--- src/rtl/stack_seq_pkg.sv ---
package stack_seq_pkg;

  typedef enum logic [1:0] {
    ST_FETCH,
    ST_DECODE,
    ST_OPERAND
  } phase_e;

  typedef enum logic [3:0] {
    K_NONE,
    K_ALU,
    K_TO_R,
    K_R_FROM,
    K_R_COPY,
    K_R_DROP,
    K_LIT,
    K_JMP,
    K_JZ,
    K_LOOP,
    K_CALL,
    K_RET,
    K_BTN_LO,
    K_BTN_HI
  } kind_e;

  typedef struct packed {
    kind_e       kind;
    logic        two_word;
    logic [5:0]  fcode;
    logic [1:0]  bsel;
  } dec_t;

  localparam logic [1:0] TSRC_NONE = 2'd0;
  localparam logic [1:0] TSRC_LIT  = 2'd1;
  localparam logic [1:0] TSRC_RET  = 2'd2;

endpackage

--- src/rtl/stack_seq_decode.sv ---
module stack_seq_decode
  import stack_seq_pkg::*;
#(
  parameter int DW = 16
) (
  input  logic [DW-1:0] ir,
  output dec_t          dec
);

  always_comb begin
    dec.kind     = K_NONE;
    dec.two_word = 1'b0;
    dec.fcode    = ir[5:0];
    dec.bsel     = ir[1:0] + 2'd2;
    if (ir[DW-1:8] == '0) begin
      if (ir[7:0] < 8'h40) begin
        case (ir[7:0])
          8'h30:   dec.kind = K_TO_R;
          8'h31:   dec.kind = K_R_FROM;
          8'h32:   dec.kind = K_R_COPY;
          8'h33:   dec.kind = K_R_DROP;
          default: dec.kind = K_ALU;
        endcase
      end else begin
        case (ir[7:0])
          8'h40: begin dec.kind = K_LIT;  dec.two_word = 1'b1; end
          8'h41: begin dec.kind = K_JMP;  dec.two_word = 1'b1; end
          8'h42: begin dec.kind = K_JZ;   dec.two_word = 1'b1; end
          8'h43: begin dec.kind = K_LOOP; dec.two_word = 1'b1; end
          8'h44: begin dec.kind = K_CALL; dec.two_word = 1'b1; end
          8'h45: dec.kind = K_RET;
          8'h46, 8'h47, 8'h48, 8'h49: begin
            dec.kind = K_BTN_LO; dec.two_word = 1'b1;
          end
          8'h4A, 8'h4B, 8'h4C, 8'h4D: begin
            dec.kind = K_BTN_HI; dec.two_word = 1'b1;
          end
          default: dec.kind = K_NONE;
        endcase
      end
    end
  end

endmodule

--- src/rtl/stack_seq_branch.sv ---
module stack_seq_branch
  import stack_seq_pkg::*;
#(
  parameter int DW   = 16,
  parameter int NBTN = 4
) (
  input  kind_e           kind,
  input  logic [1:0]      bsel,
  input  logic [DW-1:0]   tos,
  input  logic [DW-1:0]   rtop,
  input  logic [NBTN-1:0] btn,
  output logic            taken
);

  logic btn_bit;

  always_comb begin
    btn_bit = 1'b0;
    for (int i = 0; i < NBTN; i++) begin
      if (int'(bsel) == i) btn_bit = btn[i];
    end
  end

  always_comb begin
    case (kind)
      K_JMP, K_CALL: taken = 1'b1;
      K_JZ:          taken = (tos == '0);
      K_LOOP:        taken = (rtop != DW'(1));
      K_BTN_LO:      taken = ~btn_bit;
      K_BTN_HI:      taken = btn_bit;
      default:       taken = 1'b0;
    endcase
  end

endmodule

--- src/rtl/stack_seq.sv ---
module stack_seq
  import stack_seq_pkg::*;
#(
  parameter int DW   = 16,
  parameter int AW   = 16,
  parameter int NBTN = 4
) (
  input  logic            clk,
  input  logic            rst,
  input  logic [DW-1:0]   rom_data,
  input  logic [DW-1:0]   tos,
  input  logic [DW-1:0]   rtop,
  input  logic [NBTN-1:0] btn,
  output logic [AW-1:0]   rom_addr,
  output logic            alu_go,
  output logic [5:0]      fcode,
  output logic            ds_push,
  output logic            ds_pop,
  output logic            rs_push,
  output logic            rs_pop,
  output logic            rs_dec,
  output logic            t_load,
  output logic [1:0]      t_src,
  output logic [DW-1:0]   lit_data,
  output logic [DW-1:0]   r_wdata
);

  phase_e        phase;
  logic [AW-1:0] pc;
  logic [AW-1:0] pc_inc;
  logic [DW-1:0] ir;
  dec_t          dec;
  logic          taken;

  assign pc_inc   = pc + 1'b1;
  assign rom_addr = pc;

  stack_seq_decode #(.DW(DW)) decode_i (
    .ir  (ir),
    .dec (dec)
  );

  stack_seq_branch #(.DW(DW), .NBTN(NBTN)) branch_i (
    .kind  (dec.kind),
    .bsel  (dec.bsel),
    .tos   (tos),
    .rtop  (rtop),
    .btn   (btn),
    .taken (taken)
  );

  always_ff @(posedge clk) begin
    if (rst) begin
      phase    <= ST_FETCH;
      pc       <= '0;
      ir       <= '0;
      alu_go   <= 1'b0;
      fcode    <= '0;
      ds_push  <= 1'b0;
      ds_pop   <= 1'b0;
      rs_push  <= 1'b0;
      rs_pop   <= 1'b0;
      rs_dec   <= 1'b0;
      t_load   <= 1'b0;
      t_src    <= TSRC_NONE;
      lit_data <= '0;
      r_wdata  <= '0;
    end else begin
      alu_go  <= 1'b0;
      ds_push <= 1'b0;
      ds_pop  <= 1'b0;
      rs_push <= 1'b0;
      rs_pop  <= 1'b0;
      rs_dec  <= 1'b0;
      t_load  <= 1'b0;
      t_src   <= TSRC_NONE;
      case (phase)
        ST_FETCH: begin
          ir    <= rom_data;
          pc    <= pc_inc;
          phase <= ST_DECODE;
        end
        ST_DECODE: begin
          if (dec.two_word) begin
            phase <= ST_OPERAND;
          end else begin
            phase <= ST_FETCH;
            case (dec.kind)
              K_ALU: begin
                alu_go <= 1'b1;
                fcode  <= dec.fcode;
              end
              K_TO_R: begin
                rs_push <= 1'b1;
                ds_pop  <= 1'b1;
                r_wdata <= tos;
              end
              K_R_FROM: begin
                rs_pop  <= 1'b1;
                ds_push <= 1'b1;
                t_load  <= 1'b1;
                t_src   <= TSRC_RET;
              end
              K_R_COPY: begin
                ds_push <= 1'b1;
                t_load  <= 1'b1;
                t_src   <= TSRC_RET;
              end
              K_R_DROP: rs_pop <= 1'b1;
              K_RET: begin
                rs_pop <= 1'b1;
                pc     <= rtop[AW-1:0];
              end
              default: ;
            endcase
          end
        end
        ST_OPERAND: begin
          phase <= ST_FETCH;
          pc    <= taken ? rom_data[AW-1:0] : pc_inc;
          case (dec.kind)
            K_LIT: begin
              t_load   <= 1'b1;
              t_src    <= TSRC_LIT;
              ds_push  <= 1'b1;
              lit_data <= rom_data;
            end
            K_LOOP: rs_dec <= 1'b1;
            K_CALL: begin
              rs_push <= 1'b1;
              r_wdata <= DW'(pc_inc);
            end
            default: ;
          endcase
        end
        default: phase <= ST_FETCH;
      endcase
    end
  end

endmodule

--- config.mk ---
export PLATFORM = sky130hd
export DESIGN_NAME = stack_seq
export DESIGN_NICKNAME = d
export VERILOG_FILES = /design/src/rtl/stack_seq_pkg.sv /design/src/rtl/stack_seq_decode.sv /design/src/rtl/stack_seq_branch.sv /design/src/rtl/stack_seq.sv
export SDC_FILE = /design/constraint.sdc
export NUM_CORES = 1
export LEC_CHECK = 0
export BUFFER_PORTS_ARGS = -buffer_cell sky130_fd_sc_hd__buf_2
export CAP_MARGIN = 40
export CORE_ASPECT_RATIO = 1.4
export CORE_UTILIZATION = 35
export CTS_BUF_LIST = sky130_fd_sc_hd__clkbuf_8
export DETAILED_ROUTE_END_ITERATION = 8
export GPL_ROUTABILITY_DRIVEN = 0
export SLEW_MARGIN = 20
export SYNTH_ARGS = -nofsm -noshare
export SYNTH_HDL_FRONTEND = slang
export SYNTH_SLANG_ARGS = --single-unit
--- constraint.sdc ---
create_clock -name clk -period 3.2 [get_ports clk]
set_clock_uncertainty 0.2 [all_clocks]
set_input_delay 0.48 -clock clk [delete_from_list [all_inputs] [get_ports clk]]
set_output_delay 0.48 -clock clk [all_outputs]
set_load 0.02 [all_outputs]
* After elaboration in Yosys (flattened, before gate mapping) *
Index checks and enable logic that the tools add are counted.

operators by class
  equality and inequality tests = 41
  bitwise operators = 4
  multipliers = 0
  magnitude comparators = 1
  $add $sub $neg = 2
  div/mod/pow operators = 0
  muxes and demuxes = 36
  reduce and logical (&&, ||, !) cells = 19
  shift operators = 0

operators with widths
  kind                                                number
  == test 8 x 7 -> 1 bit, second input constant       14
  2-to-1 mux 16 bit                                   6
  case mux 16 bit (3 select lines)                    1
  == test 8 x 6 -> 1 bit, second input constant       4
  case mux 16 bit (2 select lines)                    1
  case mux 4 bit (8 select lines)                     1
  == test 4 bit, second input constant                6
  adder 16 x 1 -> 16 bit, second input constant       1
  == test 4 x 3 -> 1 bit, second input constant       4
  logical NOT 16 bit                                  1
  2-to-1 mux 1 bit                                    16
  != test 16 x 1 -> 1 bit, second input constant      1
  OR reduction 13 bit                                 1
  case mux 3 bit (4 select lines)                     1
  == test 4 x 2 -> 1 bit, second input constant       2
  logical NOT 8 bit                                   1
  < comparator 8 x 7 -> 1 bit, second input constant  1
  case mux 2 bit (2 select lines)                     2
  OR reduction 2 bit                                  4
  OR reduction 4 bit                                  2
  == test 2 bit, second input constant                3
  2-to-1 mux 2 bit                                    3
  AND reduction 3 bit                                 2
  OR reduction 3 bit                                  2
  other kinds (15)                                    23

word-level totals
  output and inout bits = 63
  memories = 0
  bits in latches = 0
  register bits = 80
  bits of input ports = 54
  word-level logic and storage cells = 116
  memory bits (writable) = 0
  ROM bits = 0

* Longest topological paths before layout *
  word-level depth = 10
  depth in mapped cells = 10
  depth with buffers taken out = 8

* Cells and area by module *
Synthesis repeated with hierarchy kept, for this count alone.

unflattened totals
  cells, all modules = 519
  area total of the unflattened synthesis = 4,430.5 um^2

by module, submodules not included
  module            area each (um^2)  seq. area each (um^2)  cells an instance  times used
  stack_seq         4,030.1           1,601.5                462                1
  stack_seq_decode  241.5             0.0                    37                 1
  stack_seq_branch  158.9             0.0                    20                 1

* Worst setup path before layout *
No wires, ideal clock.

  path kind = register -> register
  start point = reg ir[5]
  end point = reg r_wdata[10]
  cell stages (with the launch flop) = 8
  path slack = 0.425 ns
  path buffers = 1
  data arrival time = 2.447 ns
  path through = dfxtp_1 -> or4b_4 -> nor4_4 -> mux2i_2 -> a2111oi_4 -> buf_6 -> mux2i_1 -> nor2_1

between the ends
  longest elaborated chain between the ends = 8

RTL lines
  item                                                            line                               source
  start, declared                                                 stack_seq.sv:31                    logic [DW-1:0] ir;
  start signal, assigned                                          stack_seq.sv:79                    ir <= rom_data;
  == test 8 x 7 -> 1 bit                                          stack_seq_decode.sv:25             case (ir[7:0])
  OR reduction 4 bit                                              --
  case mux 4 bit (8 select lines)                                 stack_seq_decode.sv:25
  2-to-1 mux 4 bit                                                stack_seq_decode.sv:16             if (ir[7:0] < 8'h40) begin
  2-to-1 mux 5 bit *                                              stack_seq_decode.sv:15             if (ir[DW-1:8] == '0) begin
  == test 4 x 2 -> 1 bit / == test 4 bit (equally long branches)  stack_seq.sv:88, stack_seq.sv:121
  != test 2 x 1 -> 1 bit (no line)                                --
  AND reduction 4 bit (no line) *                                 --
  end signal, assigned                                            stack_seq.sv:96                    r_wdata <= tos;
  end signal, assigned                                            stack_seq.sv:131                   r_wdata <= DW'(pc_inc);
  end, declared                                                   stack_seq.sv:25                    output logic [DW-1:0] r_wdata

Mark *: on every way between the ends. The rest lies on a longest branch, timed or not.
A chain may end at the register's enable or synchronous reset.

* Worst setup path in the final report *
  start point = reg ir[3]
  end point = reg pc[15] (netlist: rom_addr[15])

between the ends
  longest elaborated chain between the ends = 10

RTL lines
  item                                                            line                    source
  == test 8 x 7 -> 1 bit                                          stack_seq_decode.sv:25
  OR reduction 4 bit                                              --
  case mux 4 bit (8 select lines)                                 stack_seq_decode.sv:25
  2-to-1 mux 4 bit                                                stack_seq_decode.sv:16
  2-to-1 mux 5 bit *                                              stack_seq_decode.sv:15
  == test 4 x 3 -> 1 bit / == test 4 bit (equally long branches)  stack_seq_branch.sv:25  case (kind)
  OR reduction 2 bit                                              stack_seq_branch.sv:25
  case mux 1 bit (5 select lines)                                 stack_seq_branch.sv:25
  2-to-1 mux 16 bit                                               stack_seq.sv:120        pc <= taken ? rom_data[AW-1:0] : pc_inc;
  case mux 16 bit (3 select lines)                                stack_seq.sv:77         case (phase)
  end signal, assigned                                            stack_seq.sv:80         pc <= pc_inc;
  end signal, assigned                                            stack_seq.sv:112        pc <= rtop[AW-1:0];
  end signal, assigned                                            stack_seq.sv:120
  end, declared                                                   stack_seq.sv:29         logic [AW-1:0] pc;

Marks and branches as above.

==> flow_summary.toml <==
[status]
outcome = "completed"

[grt]
grt.overflow.total = 0
grt_antenna_before_repair = 0
globalRouteTotalUtil_pct = 20.9
first_global_vias = 4259
grt_max_degree = 44
grt_first_pass_wirelength_um = 21800

[clocking]
cts-buffers-inserted = 9
cts_tree = "yes"
cts.clk_slew.worst_paths_ns = 0.09
clock-sinks = 80
source_to_sink_clock_delay_at_the_later_pin_of_the_worst_skew_pair_ns = 0.37
cts_setup_buffers = 0
clock-root-buffer = "clkbuf_8"
cts_htree_levels = 3
cts.path.max_buffers = 2

[critical_path]
critical_path_required_ns = 3.29
cp-endpoint = "rom_addr[15]"
cp_data_arrival_time_ns = 3.12
r2r.worst_path.cells = 7
timing.critical_path.to_type = "flop"
timing.critical_path.from_type = "flop"
critical_path.max_fanout = 9
timing.critical_path.from = "ir[3]"
reg2reg_setup_slack_ns = 0.17
worst_r2r_endpoint = "rom_addr[15]"
origin_of_the_critical_flop_to_flop_path = "ir[3]"
criticalPathCategory = "reg -> reg"

[route]
via_count = 4477
post_drt_wl_per_cell_um = 16.9
detail_route.vias_per_cell = 5.47
drt_iter0_markers = 159
drt_wl_total_um = 13900
post-route-drc-count = 0
antenna_violating_nets_post_route = 0
first_pass_iters = 4

[sta]
finalSetupViolCount = 0
timing.setup.tns_ns = 0
postLayoutSetupSlackWorst_ns = 0.170
min_period_ns = 3.03
max_freq_ghz = 0.330
drv_slew = 0
worst_slew_margin_rel_pct = 55.3
final-hold-violation-count = 0
rsz_0062_raised_after_global_routing = "no"
period_share_pct = 94.7
slew_of_the_pin_with_the_lowest_slew_margin_ns = 0.671

[final_layout]
final_common_cell = "buf_2"
drive_above_1_share_pct = 25.9
final_nets = 723
antennaDiodeCount = 0
fillers = 1298
layout.cells.most_common_list = "116 x buf_2, 85 x nor2_1, 80 x dfxtp_1, 57 x nand2_1, 42 x mux2i_1"
multi_input_area_sq_um = 2680
layout.area.seq_sq_um = 1600
areaGrowthSynthToFinish_pct = 22.9

[die]
fp.dieArea_sq_um = 13200
placeableCoreArea_sq_um = 12400
fp.dieH_um = 136
floorplan.die.width_um = 97.5
design.portCount = 117
floorplan.initialDensity_pct = 36.1
rows = 48

[logic_synthesis]
synth_fa_ha_area_share_pct = 1.40
number_of_flip_flops_and_latches_in_the_synthesized_netlist = 80
synth_cells = 552
synth.lib_cells_used.distinct = 57
synth-simple-area-share_pct = 27.5
dominantRegCellSynth = "dfxtp_1"
async_reset_ff_share_pct = 0
yosys.area.top_type = "dfxtp_1"
synthesis.area_per_instance_sq_um = 8.09
synth_compound_area_share_pct = 17.3
xor_xnor_share_of_the_synthesized_area_pct = 3.14
post-synth-top-area-fraction_pct = 35.8
synthesis.area_sq_um = 4470
number_of_synthesized_flops_with_an_enable_pin = 0
ys_top_cells_by_area = "dfxtp_1 36%, mux2i_1 9.4%, nor2_1 7.1%, nand2_1 4.8%, a21oi_1 4.0%"
combinational_family_with_the_most_area_after_synthesis = "simple AND/OR/NAND/NOR gates"
yosysWarningCount = 0
synth_sequential_area_ratio_pct = 35.8
muxShareOfSynthArea_pct = 10.5
postSynthNetCount = 611

[hold_path]
hold_class = "in -> reg"

[flow_run]
drv_cap = 0

[power]
power_leakage_nw = 2.25
p_per_area_nw_per_um2 = 409
vdd_drop_max_mv = 0.193

[place]
detailedPlace.worstSlack_ns = 0.211
dp_hpwl_um = 10800
io_buffers = 116
-- cell usage after synthesis, types with 5 or more instances --
cell type  instances
a311oi_1           5
and3_1             6
xor2_1             7
nand2_1           57
or4_1              6
nand4_1            9
nor4_1            11
nand3_1           22
clkbuf_1          30
a21oi_1           36
a31oi_1            9
o21ai_0            8
a211oi_1           8
mux2i_1           42
o211ai_1          17
o21a_1             5
nor2b_1            9
ha_1               5
dfxtp_1           80
nor2_1            85
xnor2_1            9
inv_1              8
nor3_1             9
-- timing repair --
item	4_1_cts	5_1_grt
endpoints found under the setup margin	0	1
gates resized for setup	0	2
hold buffers	0	0
-- final cells by class --
cell class                      count  area share [%]
Multi-Input combinational cell    424            48.8
Inverter                            8           0.547
Clock inverter                      7            1.46
Timing Repair Buffer              141            14.4
Clock buffer                        9            2.26
Tap cell                          150            3.42
Sequential cell                    80            29.2
-- kinds of logic (layout without fill, tap and decap cells) --
| group | Yosys count | in the layout |
|---|---|---|
| AOI/OAI and AO/OA | 113 | 113 |
| xor gates and xnor gates | 16 | 16 |
| adders and majority gates | 5 | 5 |
| buffers and inverters | 48 | 165 |
| DFF | 80 | 80 |
| muxes | 46 | 46 |
| and+or+nand+nor | 244 | 244 |
-- worst min path at each step --
stage                            start           end  cells after the start  slack, ns
after floorplan                 ir[13]        ir[13]                      2       0.32
final                      rom_data[6]   lit_data[6]                      3       0.18
after detailed placement   lit_data[0]   lit_data[0]                      2       0.24
after global routing       rom_data[6]   lit_data[6]                      3       0.18
after CTS                 rom_data[15]  lit_data[15]                      3       0.17
after global placement     lit_data[4]   lit_data[4]                      2       0.24
-- where the power goes --
group          switching (mW)  internal [mW]
logic                   0.222          0.157
clock network           0.409          0.370
registers              0.0578           1.03
-- sequential cells by signal (all words and copies together), names as in the netlist --
signal,cells
rs_pop,1
r_wdata,16
rom_addr,16
fcode,6
ir,16
t_load,1
t_src,2
rs_dec,1
ds_pop,1
alu_go,1
lit_data,16
rs_push,1
phase,2
-- per-stage QoR --
stage	util, %	power [mW]	hold slack, ns	instance area (sq um)	cells
after global placement	42.5	1.48	0.236	5260	802
after floorplan	-	1.34	0.321	4470	552
final	44.4	2.25	0.185	5490	819
after global routing	44.4	2.36	0.177	5490	819
after detailed placement	42.7	1.49	0.241	5280	803
after CTS	44.3	2.27	0.167	5480	819
-- worst max-delay path: stages, from the launching register on --
cell,delay (ns)
dfxtp_1,0.42
buf_4,0.22
nor4bb_1,0.31
nand4_1,0.28
a21oi_1,0.58
nand3b_1,0.28
or4_1,0.53
o211ai_1,0.12
-- layer usage --
layer | vias up | share of wire, % | GRT usage, %
li1 | 2212 | - | -
met1 | 2109 | 41 | 23.5
met2 | 134 | 51 | 38.1
met3 | 22 | 4.7 | 4.23
met4 | 0 | 2.9 | 8.74
met5 | - | 0 | 0
Note: power is estimated with default switching activity, not from simulation.
